`config.mk`:
```
export PLATFORM = sky130hd
export DESIGN_NAME = vec_irq_ctrl
export DESIGN_NICKNAME = d
export VERILOG_FILES = /design/src/rtl/ivc_pkg.sv /design/src/rtl/ivc_prio_enc.sv /design/src/rtl/ivc_level_gate.sv /design/src/rtl/vec_irq_ctrl.sv
export SDC_FILE = /design/constraint.sdc
export NUM_CORES = 1
export LEC_CHECK = 0
export ABC_AREA = 1
export BUFFER_PORTS_ARGS = -buffer_cell sky130_fd_sc_hd__buf_2
export CAP_MARGIN = 25
export CORE_MARGIN = 2
export CORE_UTILIZATION = 56
export DETAILED_ROUTE_END_ITERATION = 12
export PLACE_DENSITY = 0.86
export SLEW_MARGIN = 40
export SYNTH_ARGS = -nofsm -noshare
export SYNTH_HDL_FRONTEND = slang
export SYNTH_SLANG_ARGS = --single-unit
```
`constraint.sdc`:
```
create_clock -name clk -period 5.6 [get_ports clk]
set_input_delay 0.56 -clock clk [delete_from_list [all_inputs] [get_ports clk]]
set_output_delay 0.56 -clock clk [all_outputs]
set_load 0.02 [all_outputs]
```
`src/rtl/ivc_pkg.sv`:
```
package ivc_pkg;
    localparam int DEF_NUM_SRC = 8;
    localparam int DEF_VEC_W   = 8;
endpackage

```
`src/rtl/ivc_prio_enc.sv`:
```
module ivc_prio_enc #(
    parameter int N = 8,
    localparam int W = $clog2(N)
) (
    input  logic [N-1:0] bits_i,
    output logic         any_o,
    output logic [W-1:0] idx_o
);
    always_comb begin
        any_o = |bits_i;
        idx_o = '0;
        for (int i = 0; i < N; i++) begin
            if (bits_i[i]) idx_o = W'(i);
        end
    end
endmodule

```
`src/rtl/ivc_level_gate.sv`:
```
module ivc_level_gate #(
    parameter int N = 8,
    localparam int W = $clog2(N)
) (
    input  logic [N-1:0] isr_i,
    output logic [N-1:0] allow_o,
    output logic         top_any_o,
    output logic [W-1:0] top_idx_o
);
    ivc_prio_enc #(.N(N)) u_top (
        .bits_i (isr_i),
        .any_o  (top_any_o),
        .idx_o  (top_idx_o)
    );

    for (genvar g = 0; g < N; g++) begin : g_allow
        localparam logic [W:0] LVL = (W+1)'(g);
        assign allow_o[g] = !top_any_o || (LVL > {1'b0, top_idx_o});
    end
endmodule

```
`src/rtl/vec_irq_ctrl.sv`:
```
module vec_irq_ctrl #(
    parameter int NUM_SRC = ivc_pkg::DEF_NUM_SRC,
    parameter int VEC_W   = ivc_pkg::DEF_VEC_W,
    localparam int IW     = $clog2(NUM_SRC)
) (
    input  logic               clk,
    input  logic               rst_n,
    input  logic [NUM_SRC-1:0] req_i,
    input  logic               mask_we_i,
    input  logic [NUM_SRC-1:0] mask_wdata_i,
    input  logic [VEC_W-1:0]   vec_base_i,
    input  logic               ack_i,
    input  logic               eoi_i,
    output logic               irq_o,
    output logic [VEC_W-1:0]   vec_o,
    output logic               vec_valid_o,
    output logic [NUM_SRC-1:0] in_service_o
);
    typedef struct packed {
        logic [NUM_SRC-1:0] mask;
        logic [NUM_SRC-1:0] req;
        logic [NUM_SRC-1:0] isr;
        logic               irq;
        logic               vval;
        logic [VEC_W-1:0]   vec;
    } st_t;

    st_t st_q, st_d;

    logic [NUM_SRC-1:0] allow, eligible, isr_next;
    logic               top_any, win_any;
    logic [IW-1:0]      top_idx, win_idx;

    ivc_level_gate #(.N(NUM_SRC)) u_gate (
        .isr_i     (st_q.isr),
        .allow_o   (allow),
        .top_any_o (top_any),
        .top_idx_o (top_idx)
    );

    assign eligible = st_q.req & ~st_q.mask & allow;

    ivc_prio_enc #(.N(NUM_SRC)) u_win (
        .bits_i (eligible),
        .any_o  (win_any),
        .idx_o  (win_idx)
    );

    always_comb begin
        st_d      = st_q;
        st_d.vval = 1'b0;
        st_d.req  = req_i;
        if (mask_we_i) st_d.mask = mask_wdata_i;

        isr_next = st_q.isr;
        if (eoi_i && top_any) isr_next[top_idx] = 1'b0;

        if (st_q.irq) begin
            if (ack_i) begin
                st_d.irq = 1'b0;
                if (win_any) begin
                    isr_next[win_idx] = 1'b1;
                    st_d.vval         = 1'b1;
                    st_d.vec          = vec_base_i + VEC_W'(win_idx);
                end
            end else if (!win_any) begin
                st_d.irq = 1'b0;
            end
        end else begin
            st_d.irq = win_any;
        end
        st_d.isr = isr_next;
    end

    always_ff @(posedge clk or negedge rst_n) begin
        if (!rst_n) begin
            st_q      <= '0;
            st_q.mask <= '1;
        end else begin
            st_q <= st_d;
        end
    end

    assign irq_o        = st_q.irq;
    assign vec_o        = st_q.vec;
    assign vec_valid_o  = st_q.vval;
    assign in_service_o = st_q.isr;
endmodule

```
### Yosys cells after proc, flatten, opt, wreduce, memory -nomap -nowiden

Cells that the tools add are included.

* $lt $le $gt $ge: 11
* reductions and logical operators: 14
* bitwise operators: 6
* mux-type cells: 28
* add/subtract/negate cells: 1

Operators with widths (count)
* 2-to-1 mux 8 bit: 4
* 2-to-1 mux 3 bit: 10
* 2-to-1 mux 9 bit: 3
* bitwise AND 8 bit: 3
* inverter 8 bit: 2
* OR reduction 8 bit: 2
* greater-than comparator 3 bit, first input constant: 4
* adder 8 x 3 -> 8 bit: 1
* less-than comparator 3 x 4 -> 1 bit, second input constant: 2
* OR 8 bit: 1
* logical OR 1 bit: 7
* 2-to-1 mux 1 bit: 7
* demux 1 bit (select 3 bit): 2
* greater-or-equal comparator 3 x 1 -> 1 bit, second input constant: 2
* greater-than comparator 2 x 3 -> 1 bit, first input constant: 2
* 2-to-1 mux 2 bit: 2
* greater-than comparator 1 x 3 -> 1 bit, first input constant: 1
* logical AND 1 bit: 3
* AND reduction 3 bit: 1
* logical NOT 1 bit: 1

* output and inout port bits: 18
* input port bits: 29
* register bits after elaboration: 34

### Longest topological paths before layout

* depth in word-level cells: 25
* mapped depth: 21
* mapped depth without buffers: 21

### Hierarchy

From an unflattened synthesis, not the netlist that was laid out.

* cell total of the unflattened synthesis: 225
* area, all modules: 1851.8 sq um

By module, submodules not included
* vec_irq_ctrl: cells each 171, instances 1, seq. area each 860.8 sq um, area each 1627.8 sq um
* ivc_prio_enc: cells each 20, instances 2, seq. area each 0.0 sq um, area each 77.6 sq um
* ivc_level_gate: cells each 14, instances 1, seq. area each 0.0 sq um, area each 68.8 sq um

### Worst setup path after synthesis

No wires, ideal clock.

* path type: register to register
* start: register st_q (netlist bit in_service_o[7])
* end: register st_q (netlist bit vec_o[6])
* arrival: 2.368 ns
* cell stages (with the launch flop): 20
* buffers on the path: 0
* path slack: 3.110 ns
* required time: 5.478 ns
* setup time: 0.122 ns
* cells stage by stage: dfrtp_1 nor2_2 nand3_2 inv_2 nand2_2 clkinv_2 nand3_2 nand3_1 nand2_1 nand2_1 nand2_1 nand2_2 nand2_2 ha_1 fa_1 nand2_1 nand2_1 nand4_1 xor2_1 a21oi_2

* word-level cells in the longest chain between the ends: 12

Ends and longest elaborated chain
* start: declaration: line vec_irq_ctrl.sv:28 `st_t st_q, st_d;`
* start signal: assignment: line vec_irq_ctrl.sv:80 `st_q <= st_d;`
* 2-to-1 mux 3 bit / OR reduction 8 bit (equally long branches): line ivc_prio_enc.sv:13, ivc_prio_enc.sv:10
* greater-than comparator 1 x 3 -> 1 bit / logical NOT 1 bit (equally long branches): line ivc_level_gate.sv:18 `assign allow_o[g] = !top_any_o || (LVL > {1'b0, top_idx_o});`
* logical OR 1 bit: line ivc_level_gate.sv:18
* bitwise AND 8 bit (*): line vec_irq_ctrl.sv:41 `assign eligible = st_q.req & ~st_q.mask & allow;`
* 2-to-1 mux 1 bit: line ivc_prio_enc.sv:13 `if (bits_i[i]) idx_o = W'(i);`
* 2-to-1 mux 2 bit (2 in series): line ivc_prio_enc.sv:13
* 2-to-1 mux 3 bit (4 in series): line ivc_prio_enc.sv:13
* adder 8 x 3 -> 8 bit: line vec_irq_ctrl.sv:64 `st_d.vec = vec_base_i + VEC_W'(win_idx);`

Mark *: on every way between the ends. The rest lies on a longest branch, timed or not.
A chain may end at the register's enable or synchronous reset.

### Worst setup path after layout

Same ends and word-level chain as after synthesis.

==> metrics.md <==
| Metric | Value |
|---|---|
| Skew-Pair Late Insertion Delay | 340 ps |
| GRT Total Usage | 20.05% |
| Filler cells | 267 |
| Slew @ Worst Pin | 700.2 ps |
| Seq/Total Area, Yosys | 47.06% |
| Largest net degree at the start of global routing | 35 |
| Post-CTS Repair Setup Buffers | 0 |
| CTS tree | built |
| 1st-iter DRT viols | 60 |
| WL per Instance | 11.59 um |
| Initial antenna violation count | 0 |
| Total negative setup slack | 0 ps |
| CTS Hold Bufs | 0 |
| Maximum buffer depth of the clock tree | 2 |
| Post-Syn Instances | 206 |
| Slew HR | 53.32% |
| Post-synth ARST share | 100.0% |
| Synthesized area per cell | 8.880 um^2 |
| Dpl ws | 2864 ps |
| Post-synth EDFFs | 0 |
| Ys flop type | dfrtp_1 |
| Starting density of the core | 59.43% |
| Synthesized area | 1829 um^2 |
| CTS buffer count | 5 |
| Worst min path class | input pin to async pin |
| Final std cells w/o fill | 286 |
| Layout Area Growth over Synthesis | 13.82% |
| Synth unique cells | 29 |
| GPL Wtd Cong | 0.9157 |
| CP Capture Type | flip-flop |
| Root buf cell | clkbuf_4 |
| H-tree levels | 2 |
| Ports | 47 |
| Clock sinks | 34 |
| First-pass GRT wire length | 5388 um |
| Post-Place Cells | 278 |
| Crit path DAT | 3040 ps |
| Lkg Pwr | 0.001085 uW |
| Clock Skews | 8.331 ps |
| Nets | 274 |
| Final Critical Period | 2810 ps |
| # resized after CTS | 0 |
| Final Max Tran Viols | 0 |
| Worst endpoint required time | 5830 ps |
| CP Launch Type | flip-flop |
| Fin crit share | 50.18% |
| Post-route ant nets | 0 |
| Grt ovf | 0 |
| Net count after synthesis | 239 |
| Peak VDD IR | 0.2419 mV |
| Vias in the first global route | 1268 |
| Endpoints failing setup | 0 |
| Die area | 3740 um^2 |
| Power Dens Cells | 545.6 nW/um^2 |
| Die height | 61.16 um |
| Drc violations | 0 |
| Outcome | finished, final reports clean |
| Share of post-route cells with drive strength above 1 | 35.95% |
| Via density | 4.930 |
| Max_cap viols | 0 |
| Number of synthesized register bits | 34 |
| CP max FO | 6 |
| Ys Warns | 0 |
| I/O Buffers | 46 |
| Area of the multi-input gates | 734.5 um^2 |
| CTS clk-pin slew, worst paths | 110 ps |
| Core Rows | 20 |
| Die width | 61.16 um |
| Setup CP Type | flip-flop to flip-flop |
| Fmax | 355.8 MHz |
| Drt first pass iters | 4 |
| Core area | 3078 um^2 |
| Hold Vio Cnt, Final | 0 |
| DPL Wire Length | 2543 um |
| Sequential cell area | 860.8 um^2 |
| Antenna diodes | 0 |
| Setup WS post-layout | 2790 ps |
| Via count | 1410 |
| Routed Wire Length | 3316 um |
| RSZ-0062 raised after global routing | false |
## stage by stage
step | total power (uW) | area [um^2] | hold WS [ps] | utilization (%)
finish | 1136 | 2082 | 257.0 | 67.64
CTS | 1144 | 2082 | 258.0 | 67.64
global placement | 896.8 | 1976 | 472.6 | 64.19
global route | 1228 | 2082 | 293.2 | 67.64
floorplan | 850.2 | 1829 | 264.4 | -
detailed placement | 911.4 | 1976 | 476.7 | 64.19
## layer usage
layer  wire (um)  global-route usage, %  vias to the layer above
met4          82                  9.938                        0
met2        1536                  31.46                       49
met5           0                      0                        -
met1        1476                  25.55                      639
met3         221                  5.672                        9
li1            -                      -                      713
## cell usage after synthesis, types with 5 or more instances
cell	n	area share (%)
nand2_1	47	9.6
nor2_1	13	2.7
nand4_1	5	1.7
buf_4	16	6.6
nand3_2	5	2.7
dfstp_2	8	11
inv_1	23	4.7
a21oi_2	6	2.9
dfrtp_1	26	36
o21ai_0	18	4.9
nand3_1	8	2.2
nand2_2	5	1.7
## state kept, by name (all words and copies together), names as in the netlist
signal and cells:
st_q 16, vec_o 8, irq_o 1, in_service_o 8, vec_valid_o 1
## worst max-delay path: stages, from the launching register on
cell,delay [ps]
dfrtp_1,450
nor2_2,230
nand3_2,110
inv_2,100
nand2_2,80
clkinv_2,80
nand3_2,80
nand3_1,110
nand2_1,50
nand2_1,50
nand2_1,60
nand2_2,90
nand2_2,100
ha_1,230
fa_1,400
nand2_1,80
nand2_1,60
nand4_1,80
xor2_1,190
a21oi_2,70
## path summary, 6_finish.rpt
kind | cells after the start | slack, ps | start | end
worst min register to register | 2 | 500 | st_q[32] | st_q[32]
max in group asynchronous | 1 | 4890 | rst_n | vec_valid_o
worst max-delay path | 19 | 2790 | in_service_o[7] | vec_o[6]
worst min-delay path | 1 | 260 | rst_n | st_q[19]
worst max register to register | 19 | 2790 | in_service_o[7] | vec_o[6]
min in group clk | 1 | 320 | req_i[7] | st_q[25]
## cell type report
class	count	share of cell area, %
sequential	34	41.35
multi-input combinational	129	35.28
timing repair buffer	46	11.06
inverter	25	4.567
clock inverter	3	3.305
tap	44	2.644
clock buffer	5	1.803
## report_power, final
group	switching [uW]	internal [uW]
sequential	47.0	314
combinational	369	181
clock	85.8	140
total	502	634
## placed cells by master (no fill, tap or decap), types with 4 or more instances in the layout
| cell | n |
|---|---|
| nand2_1 | 47 |
| buf_2 | 46 |
| dfrtp_1 | 26 |
| inv_1 | 23 |
| o21ai_0 | 18 |
| nor2_1 | 13 |
| nand3_1 | 8 |
| dfstp_2 | 8 |
| a21oi_2 | 6 |
| nand3_2 | 5 |
| nand2_2 | 5 |
| nand4_1 | 5 |
| clkbuf_4 | 5 |
| xor2_1 | 4 |
## logic make-up (layout without fill, tap and decap cells)
family | after synthesis | in the layout | synth area share (%)
DFF | 34 | 34 | 47.06
xor gates and xnor gates | 6 | 6 | 2.873
buffers and inverters | 43 | 79 | 12.79
adders and majority gates | 4 | 4 | 3.147
AOI/OAI and AO/OA | 28 | 28 | 9.097
and+or+nand+nor | 91 | 91 | 25.03
No activity file was read; power rests on OpenSTA's default activity.
